===== config.mk =====
export PLATFORM = sky130hd
export DESIGN_NAME = dma_service_seq
export DESIGN_NICKNAME = d
export VERILOG_FILES = /design/src/rtl/dma_seq_pkg.sv /design/src/rtl/dma_prio_pick.sv /design/src/rtl/dma_chan_pos.sv /design/src/rtl/dma_addr_gen.sv /design/src/rtl/dma_service_seq.sv
export SDC_FILE = /design/constraint.sdc
export NUM_CORES = 1
export LEC_CHECK = 0
export BUFFER_PORTS_ARGS = -buffer_cell sky130_fd_sc_hd__buf_2
export CORE_AREA = 8 8 146 148
export CTS_CLUSTER_SIZE = 8
export DETAILED_ROUTE_END_ITERATION = 6
export DIE_AREA = 0 0 154 156
export GPL_TIMING_DRIVEN = 0
export PLACE_DENSITY = 0.81
export SYNTH_ARGS = -nofsm -noshare
export SYNTH_HDL_FRONTEND = slang
export SYNTH_SLANG_ARGS = --single-unit

===== constraint.sdc =====
create_clock -name clk -period 5.75 [get_ports clk]
set_input_delay 0.2875 -clock clk [delete_from_list [all_inputs] [get_ports clk]]
set_output_delay 0.2875 -clock clk [all_outputs]
set_load 0.1 [all_outputs]

===== src/rtl/dma_seq_pkg.sv =====
package dma_seq_pkg;
  typedef enum logic {
    DIR_UP   = 1'b0,
    DIR_DOWN = 1'b1
  } step_dir_e;
endpackage


===== src/rtl/dma_prio_pick.sv =====
module dma_prio_pick #(
  parameter int NCH   = 4,
  parameter int IDX_W = $clog2(NCH)
) (
  input  logic [NCH-1:0]   elig,
  output logic [NCH-1:0]   grant,
  output logic             any,
  output logic [IDX_W-1:0] idx
);
  // Scan from the top down so the lowest eligible channel is written last.
  always_comb begin
    grant = '0;
    any   = 1'b0;
    idx   = '0;
    for (int i = NCH - 1; i >= 0; i--) begin
      if (elig[i]) begin
        grant    = '0;
        grant[i] = 1'b1;
        any      = 1'b1;
        idx      = IDX_W'(i);
      end
    end
  end
endmodule


===== src/rtl/dma_chan_pos.sv =====
module dma_chan_pos #(
  parameter int CNT_W  = 16,
  parameter int WSHIFT = 0,
  localparam int POS_W = CNT_W + 1 + WSHIFT
) (
  input  logic             clk,
  input  logic             rst,
  input  logic             grant,
  input  logic             reprog,
  input  logic             auto_init,
  input  logic [CNT_W-1:0] base_cnt,
  output logic [POS_W-1:0] pos,
  output logic             stopped,
  output logic             hit
);
  localparam logic [POS_W-1:0] STEP = POS_W'(1) << WSHIFT;

  logic [POS_W-1:0] len;
  logic [POS_W-1:0] pos_nxt;

  assign len     = (POS_W'(base_cnt) + POS_W'(1)) << WSHIFT;
  assign pos_nxt = pos + STEP;
  assign hit     = grant && (pos_nxt == len);

  always_ff @(posedge clk) begin
    if (rst) begin
      pos     <= '0;
      stopped <= 1'b0;
    end else if (reprog) begin
      pos     <= '0;
      stopped <= 1'b0;
    end else if (grant) begin
      if (pos_nxt == len) begin
        if (auto_init) begin
          pos <= '0;
        end else begin
          pos     <= pos_nxt;
          stopped <= 1'b1;
        end
      end else begin
        pos <= pos_nxt;
      end
    end
  end

  // a stopped channel is never granted unless it is being reprogrammed
  p_stopped_no_grant_r9: assert property (@(posedge clk) disable iff (rst)
    (stopped && !reprog) |-> !grant);

  // a non-terminal step moves the position by one unit
  p_step_advance_r3: assert property (@(posedge clk) disable iff (rst)
    (grant && !reprog && !hit) |=> (pos == $past(pos) + STEP));

  // terminal count with auto-init reloads the position
  p_auto_reload_r8: assert property (@(posedge clk) disable iff (rst)
    (grant && !reprog && hit && auto_init) |=> (pos == '0 && !stopped));

  // reprogram clears progress
  p_reprog_clear_r10: assert property (@(posedge clk) disable iff (rst)
    reprog |=> (pos == '0 && !stopped));
endmodule


===== src/rtl/dma_addr_gen.sv =====
module dma_addr_gen
  import dma_seq_pkg::*;
#(
  parameter int ADDR_W = 16,
  parameter int PG_W   = 8,
  parameter int HP_W   = 7,
  parameter int POS_W  = 17,
  localparam int MA_W  = HP_W + PG_W + ADDR_W
) (
  input  logic [ADDR_W-1:0] cur_addr,
  input  logic [POS_W-1:0]  pos,
  input  step_dir_e         dir,
  input  logic [PG_W-1:0]   page,
  input  logic [HP_W-1:0]   hpage,
  output logic [MA_W-1:0]   addr
);
  logic [ADDR_W-1:0] off;
  logic [ADDR_W-1:0] low;

  assign off = ADDR_W'(pos);

  always_comb begin
    if (dir == DIR_DOWN) low = cur_addr - off;
    else                 low = cur_addr + off;
  end

  assign addr = {hpage, page, low};
endmodule


===== src/rtl/dma_service_seq.sv =====
module dma_service_seq
  import dma_seq_pkg::*;
#(
  parameter int NCH    = 4,
  parameter int WSHIFT = 0,
  parameter int CNT_W  = 16,
  parameter int ADDR_W = 16,
  parameter int PG_W   = 8,
  parameter int HP_W   = 7,
  localparam int IDX_W = $clog2(NCH),
  localparam int ID_W  = IDX_W + 1,
  localparam int POS_W = CNT_W + 1 + WSHIFT,
  localparam int MA_W  = HP_W + PG_W + ADDR_W
) (
  input  logic                  clk,
  input  logic                  rst,
  input  logic [NCH-1:0]        mask_i,
  input  logic [NCH-1:0]        req_i,
  input  logic [NCH-1:0]        dir_down_i,
  input  logic [NCH-1:0]        auto_init_i,
  input  logic [NCH-1:0]        reprog_i,
  input  logic [NCH*CNT_W-1:0]  base_cnt_i,
  input  logic [NCH*ADDR_W-1:0] cur_addr_i,
  input  logic [NCH*PG_W-1:0]   page_i,
  input  logic [NCH*HP_W-1:0]   hpage_i,
  output logic                  xfer_valid_o,
  output logic [NCH-1:0]        dack_o,
  output logic [ID_W-1:0]       chan_id_o,
  output logic [MA_W-1:0]       mem_addr_o,
  output logic [NCH-1:0]        tc_o
);
  localparam logic [ID_W-1:0] ID_OFF = (WSHIFT != 0) ? ID_W'(NCH) : '0;

  logic [NCH-1:0]    elig, grant, stopped, hit;
  logic              any;
  logic [IDX_W-1:0]  idx;
  logic [POS_W-1:0]  pos    [NCH];
  logic [ADDR_W-1:0] cur    [NCH];
  logic [PG_W-1:0]   pg     [NCH];
  logic [HP_W-1:0]   hp     [NCH];
  logic [MA_W-1:0]   addr_c;

  for (genvar c = 0; c < NCH; c++) begin : g_chan
    assign cur[c]  = cur_addr_i[c*ADDR_W +: ADDR_W];
    assign pg[c]   = page_i[c*PG_W +: PG_W];
    assign hp[c]   = hpage_i[c*HP_W +: HP_W];
    assign elig[c] = !mask_i[c] && req_i[c] && !stopped[c] && !reprog_i[c];

    dma_chan_pos #(.CNT_W(CNT_W), .WSHIFT(WSHIFT)) u_pos (
      .clk      (clk),
      .rst      (rst),
      .grant    (grant[c]),
      .reprog   (reprog_i[c]),
      .auto_init(auto_init_i[c]),
      .base_cnt (base_cnt_i[c*CNT_W +: CNT_W]),
      .pos      (pos[c]),
      .stopped  (stopped[c]),
      .hit      (hit[c])
    );

    // acknowledge only for a channel that was unmasked and requesting
    p_serviceable_r1: assert property (@(posedge clk) disable iff (rst)
      dack_o[c] |-> $past(!mask_i[c] && req_i[c]));

    // terminal count rides on the acknowledge of the same channel
    p_tc_with_dack_r7: assert property (@(posedge clk) disable iff (rst)
      tc_o[c] |-> dack_o[c]);
  end

  dma_prio_pick #(.NCH(NCH), .IDX_W(IDX_W)) u_pick (
    .elig (elig),
    .grant(grant),
    .any  (any),
    .idx  (idx)
  );

  dma_addr_gen #(
    .ADDR_W(ADDR_W), .PG_W(PG_W), .HP_W(HP_W), .POS_W(POS_W)
  ) u_addr (
    .cur_addr(cur[idx]),
    .pos     (pos[idx]),
    .dir     (step_dir_e'(dir_down_i[idx])),
    .page    (pg[idx]),
    .hpage   (hp[idx]),
    .addr    (addr_c)
  );

  always_ff @(posedge clk) begin
    if (rst) begin
      xfer_valid_o <= 1'b0;
      dack_o       <= '0;
      chan_id_o    <= '0;
      mem_addr_o   <= '0;
      tc_o         <= '0;
    end else begin
      xfer_valid_o <= any;
      dack_o       <= grant;
      tc_o         <= hit;
      if (any) begin
        chan_id_o  <= ID_W'(idx) + ID_OFF;
        mem_addr_o <= addr_c;
      end
    end
  end

  // at most one acknowledge, and valid tracks it
  p_dack_onehot_r2: assert property (@(posedge clk) disable iff (rst)
    $onehot0(dack_o));
  p_valid_matches_r2: assert property (@(posedge clk) disable iff (rst)
    xfer_valid_o == ($countones(dack_o) == 1));

  // reported number points at the acknowledged channel
  p_id_matches_r11: assert property (@(posedge clk) disable iff (rst)
    xfer_valid_o |-> (dack_o == (NCH'(1) << (chan_id_o - ID_OFF))));

  // nothing is acknowledged right after reset
  p_reset_quiet_r12: assert property (@(posedge clk)
    $past(rst) |-> (dack_o == '0 && tc_o == '0 && !xfer_valid_o));
endmodule


* Yosys cells after proc, flatten, opt, wreduce, memory -nomap -nowiden
Cells that the tools add are included.
Operators by class: $add $sub $neg 10, order comparisons 2, eq/ne operators 4, muxes and demuxes 35, bitwise operators 5, reduce and logical (&&, ||, !) cells 36
Operators by type and width (count):
- $mux W17 | 8
- $mux W16 | 5
- $add A16 B1 Y17 const B | 4
- $add A17 B1 Y17 const B | 4
- $eq A17 B17 Y1 | 4
- $bmux W17 S2 | 1
- $bmux W16 S2 | 1
- $add A16 B16 Y16 | 1
- $bmux W8 S2 | 1
- $logic_and A1 B1 Y1 | 16
- $mux W4 | 4
- $mux W8 | 2
- $sub A16 B16 Y16 | 1
- $bmux W7 S2 | 1
- $mux W7 | 2
- $logic_not A1 Y1 | 12
- $reduce_and A3 Y1 | 4
- $mux W2 | 4
- $reduce_or A2 Y1 | 4
- $mux W1 | 5
- $not A1 Y1 | 4
- $ge A3 B3 Y1 const B | 1
- $lt A2 B3 Y1 const B | 1
- $not A2 Y3 | 1
- $bmux W1 S2 | 1
Storage, ports and cells: register bits after elaboration 114, input bits 210, output and inout port bits 43, word-level logic and storage cells 105

* Longest topological paths before layout
word-level depth 14, gate-level depth with buffers 21, depth with buffers taken out 18

* Modules after synthesis
Synthesis repeated with hierarchy kept, for this count alone.
Unflattened totals: cell total of the unflattened synthesis 1161, area total of the unflattened synthesis 10366.2 sq um
Modules (own cells, without submodules):
- dma_chan_pos | instances 4, cells each 202, area each 1630.3 sq um, seq. area each 360.3 sq um
- dma_service_seq | instances 1, cells each 192, area each 2683.8 sq um, seq. area each 840.8 sq um
- dma_addr_gen | instances 1, cells each 151, area each 1102.3 sq um, seq. area each 0.0 sq um
- dma_prio_pick | instances 1, cells each 10, area each 58.8 sq um, seq. area each 0.0 sq um

* Worst setup path before layout
No wires, ideal clock.
kind register to register, start point register g_chan[2].u_pos.stopped, end point register mem_addr_o[14], library setup time 71 ps, arrival 4436 ps, data required time 5679 ps, slack 1243 ps, cell stages (with the launch flop) 20, path buffers 4, cells stage by stage dfxtp_1 -> or4b_2 -> a211oi_1 -> buf_4 -> buf_4 -> clkbuf_1 -> mux2i_1 -> clkbuf_1 -> nor2_1 -> xor2_1 -> ha_1 -> a21o_1 -> a21o_1 -> a21oi_1 -> o21ai_0 -> a211oi_1 -> o41ai_1 -> xor2_1 -> nand2_1 -> a21oi_1
Between the ends: word-level cells in the longest chain between the ends 12
RTL lines:
- start, declared | line dma_chan_pos.sv:13 | output logic stopped,
- start signal, assigned | line dma_chan_pos.sv:28 | stopped <= 1'b0;
- start signal, assigned | line dma_chan_pos.sv:31 | stopped <= 1'b0;
- start signal, assigned | line dma_chan_pos.sv:38 | stopped <= 1'b1;
- $logic_not A1 Y1 * | line dma_service_seq.sv:47 | assign elig[c] = !mask_i[c] && req_i[c] && !stopped[c] && !reprog_i[c];
- $logic_and A1 B1 Y1 * (2 in series) | line dma_service_seq.sv:47
- $mux W2 (3 in series) | line dma_prio_pick.sv:16 | if (elig[i]) begin
- $not A2 Y3 (implied by the code) | line dma_service_seq.sv:80, dma_service_seq.sv:81
- $bmux W16 S2 or $bmux W17 S2 (tied branches) | line dma_service_seq.sv:80, dma_service_seq.sv:81
- $mux W16 (on tied branches) (2 in series) | line dma_service_seq.sv:80, dma_service_seq.sv:81
- $add A16 B16 Y16 or $sub A16 B16 Y16 (tied branches) | line dma_addr_gen.sv:24, dma_addr_gen.sv:23
- $mux W16 | line dma_addr_gen.sv:23 | if (dir == DIR_DOWN) low = cur_addr - off;
- end signal, assigned | line dma_service_seq.sv:101 | mem_addr_o <= addr_c;
- end, declared | line dma_service_seq.sv:29 | output logic [MA_W-1:0] mem_addr_o,
Mark *: on every way between the ends. The rest lies on a longest branch, timed or not. The select of a mux whose other input is x is not followed. A chain may end at the register's enable or synchronous reset.

* Final worst setup path
start point register g_chan[3].u_pos.stopped, end point register mem_addr_o[14]
Between the ends: word-level cells in the longest chain between the ends 13
RTL lines (line):
- start, declared | dma_chan_pos.sv:13
- start signal, assigned | dma_chan_pos.sv:28
- start signal, assigned | dma_chan_pos.sv:31
- start signal, assigned | dma_chan_pos.sv:38
- $logic_not A1 Y1 * | dma_service_seq.sv:47
- $logic_and A1 B1 Y1 * (2 in series) | dma_service_seq.sv:47
- $mux W2 (4 in series) | dma_prio_pick.sv:16
- $not A2 Y3 (implied by the code) | dma_service_seq.sv:80, dma_service_seq.sv:81
- $bmux W16 S2 or $bmux W17 S2 (tied branches) | dma_service_seq.sv:80, dma_service_seq.sv:81
- $mux W16 (on tied branches) (2 in series) | dma_service_seq.sv:80, dma_service_seq.sv:81
- $add A16 B16 Y16 or $sub A16 B16 Y16 (tied branches) | dma_addr_gen.sv:24, dma_addr_gen.sv:23
- $mux W16 | dma_addr_gen.sv:23
Marked as above.

==> results.toml <==
[pwr]
ir_drop_mv = 0.224
p_seq_share_pct = 28.0
p_per_area_mw_per_mm2 = 241
p_clk_share_pct = 36.5
p_int_uw = 1860
switching_share_pct = 38.9
p_leak_uw = 0.00524
combinationalPowerShare_pct = 35.5
power.total_uw = 3040
p_sw_uw = 1180

[synth]
syn-num-nets = 1638
ys_warn_count = 0
synth.largest_area_cell = "dfxtp_1"
synth_top_area_share_pct = 21.9
avgSynthCellArea_sq_um = 7.43
ys.flop_type = "dfxtp_1"
synth_edf_count = 0
synth_cells = 1403
ys_seq_area_share_pct = 21.9
synthArstFlopShare_pct = 0
synth_area_leaders = "dfxtp_1, xnor2_1, nand2_1"
synthTopCellsByCount = "nand2_1, xnor2_1, dfxtp_1"
synth_area_sq_mm = 0.0104
synth_cell_types = 74
synth-seq-cells = 114
synth.most_common_cell = "nand2_1"

[sta]
finalSetupViolCount = 0
skew_ns = 0.00692
hold_viol = 0
finalCritPeriodShare_pct = 93.4
finalWorstSetupSlack_ns = 0.380
period_needed_ns = 5.37
fmax_mhz = 186
relSlewSlack_pct = 40.5
drv_slew = 0
fin_tns_setup_ns = 0
rsz0062_at_grt = "false"
worst_pin_slew_ns = 0.886

[critical_path]
critPathBufInv = 4
cp-start-kind = "register"
critPathMaxStageDelay_ns = 0.72
arrival_ns = 5.72
r2r_start = "g_chan[3].u_pos.stopped$_SDFFE_PP0P_"
ff2ff_setup_slack_ns = 0.38
worstSetupPathType = "reg -> reg"
ff2ff_path_depth = 21
end_kind = "register"
slowest_stage = "nor4b_2"
path_max_fanout = 10
r2r-end = "mem_addr_o[14]$_SDFFE_PP0P_"
crit_family = "compound AO/OA/AOI/OAI gates"
worstPathRequired_ns = 6.10
crit_chain = "nor4b_2 > a21oi_1 > nor2_1 > buf_2 > clkbuf_1 > clkbuf_1 > nand2_1 > nand3_1 > nand2_1 > ha_1 > inv_1 > fa_1 > a21o_1 > a21o_1 > a21oi_1 > o21ai_0 > a211oi_1 > o41ai_1 > xor2_1 > nand2_1 > a21oi_1"

[drt]
wire_per_inst_microns = 19.4
routed-via-count = 12000
drt_iter0_markers = 1236
via_per_inst = 6.22
route.detailed.drc = 0
firstDrtPassIters = 6
ant_nets = 0
wl_microns = 37300

[clocking]
htreeDepth = 4
clock_sinks = 114
root_buffer = "clkbuf_16"
clock_path_buffers = 2
cts_buffers = 17
cts_setup_buffers = 0
clk_pin_slew_ns = 0.06
clk_latency_ns = 0.43
cts_tree = "done"

[global_routing]
grt_overflow = 0
grt_use_met1_pct = 35.5
grt_max_degree = 17
grt_pass1_wl_microns = 58200
antenna_found_initial = 1
first_global_vias = 11400
gr-usage-met3_pct = 6.12
grt_use_total_pct = 29.8
grt.busiest_layer = "met2"
met2_usage_pct = 51.5

[die]
fp.dieH_microns = 156
start_util_pct = 54.6
rows = 51
dieArea_sq_mm = 0.0240
core_sq_mm = 0.0191
design.portCount = 253
dieWidth_microns = 154

[finish]
syn_to_final_growth_pct = 21.0
final_nets = 1907
fillers = 1707
design_area_sq_mm = 0.0126
drive_gt1_share_pct = 20.4
fin_cells = 1924

[place]
dp.cells = 1892
port_buffers = 251
dp_hpwl_microns = 29700
dp_slack_ns = -0.0491
dpl_cell_area_sq_mm = 0.0120
gp_congestion = 0.987

[min_path]
holdPathStages = 3
min_to = "mem_addr_o[16]$_SDFFE_PP0P_"
min_from = "page_i[8]"
hp-class = "in -> reg"

[outcome]
status = "complete, no violations"

[job]
maxCapViolations = 0
per-stage QoR:
stage,utilization (%),hold slack (ns)
2_1_floorplan,-,0.444
3_3_place_gp,62.8,0.437
3_5_place_dp,62.8,0.444
4_1_cts,66.0,0.162
5_1_grt,66.1,0.179
6_report,66.1,0.168
tightest hold or removal path: cells and delay by family:
family,cells,cell delay (ns)
buffers and inverters,1,0.09
AO/OA/AOI/OAI,2,0.16
how the worst max path moves through the flow:
stage / start / to / slack [ns] / cells after the start
finish: g_chan[3].u_pos.stopped$_SDFFE_PP0P_ / mem_addr_o[14]$_SDFFE_PP0P_ / 0.38 / 21
global route: g_chan[3].u_pos.stopped$_SDFFE_PP0P_ / mem_addr_o[14]$_SDFFE_PP0P_ / 0.03 / 21
CTS: g_chan[3].u_pos.stopped$_SDFFE_PP0P_ / mem_addr_o[14]$_SDFFE_PP0P_ / 0.01 / 21
detailed placement: reprog_i[3] / mem_addr_o[14]$_SDFFE_PP0P_ / -0.05 / 22
floorplan: g_chan[2].u_pos.stopped$_SDFFE_PP0P_ / mem_addr_o[14]$_SDFFE_PP0P_ / 1.24 / 19
global placement: reprog_i[3] / mem_addr_o[14]$_SDFFE_PP0P_ / -0.01 / 22
power groups by stage:
stage	logic (uW)	registers [uW]	clock network [uW]
2_1_floorplan	505	1150	0
3_3_place_gp	1040	866	0
3_5_place_dp	1060	868	0
4_1_cts	1070	851	1110
5_1_grt	1150	855	1150
6_report	1080	851	1110
cells by family (layout without fill, tap and decap cells):
| group | after synthesis | in the layout | share of synthesized area, % |
|---|---|---|---|
| DFF | 114 | 114 | 21.9 |
| muxes | 43 | 43 | 4.39 |
| AOI/OAI and AO/OA | 280 | 280 | 18.5 |
| xor gates and xnor gates | 188 | 188 | 16.9 |
| and+or+nand+nor | 634 | 634 | 30.5 |
| buffers and inverters | 118 | 400 | 4.69 |
| adders and majority gates | 25 | 25 | 3.07 |
| other | 1 | 2 | 0.0360 |
final cells by class:
type	instances	area (sq um)	share of cell area [%]
clock inverters	15	183	1.45
well taps	238	298	2.36
multi-input cells	1171	7680	60.9
diodes	1	2.50	0.0198
clock buffers	17	425	3.37
inverters	24	90.1	0.714
flip-flops and latches	114	2280	18.1
plain buffers	93	397	3.14
repair buffers	251	1260	9.96
cells in the final DEF, fill, tap and decap left out, drive strengths merged, types with 7 or more instances in the layout:
master,instances
buf,274
nand2,188
xnor2,126
dfxtp,114
nor2,109
nand3,97
clkbuf,87
a21oi,56
and3,54
xor2,54
nor3,42
o21ai,35
nand4,35
mux2i,33
a31oi,32
o31ai,30
inv,28
nor4,24
ha,24
o22ai,18
and4,17
a22o,16
a2111oi,16
a22oi,14
or2,14
or3,12
a211oi,10
and2,9
mux2,9
o2111ai,8
nand2b,8
xnor3,7
state kept, by name (all words and copies together), names as in the netlist:
register and count:
g_chan.u_pos.stopped 4, mem_addr_o 31, dack_o 4, chan_id_o 2, xfer_valid_o 1, g_chan.u_pos.pos 68
tc_o 4
what timing repair did:
item                                    CTS  global route
resized for setup                         0             6
endpoints found under the setup margin    0             5
hold buffers                              0             0
layer usage:
| layer | vias to the layer above | part of all wire, % |
|---|---|---|
| li1 | 5691 | - |
| met5 | - | 0 |
| met4 | 0 | 3.4 |
| met2 | 601 | 48 |
| met1 | 5570 | 40 |
| met3 | 99 | 8.5 |
(Power assumes the default switching activity.)
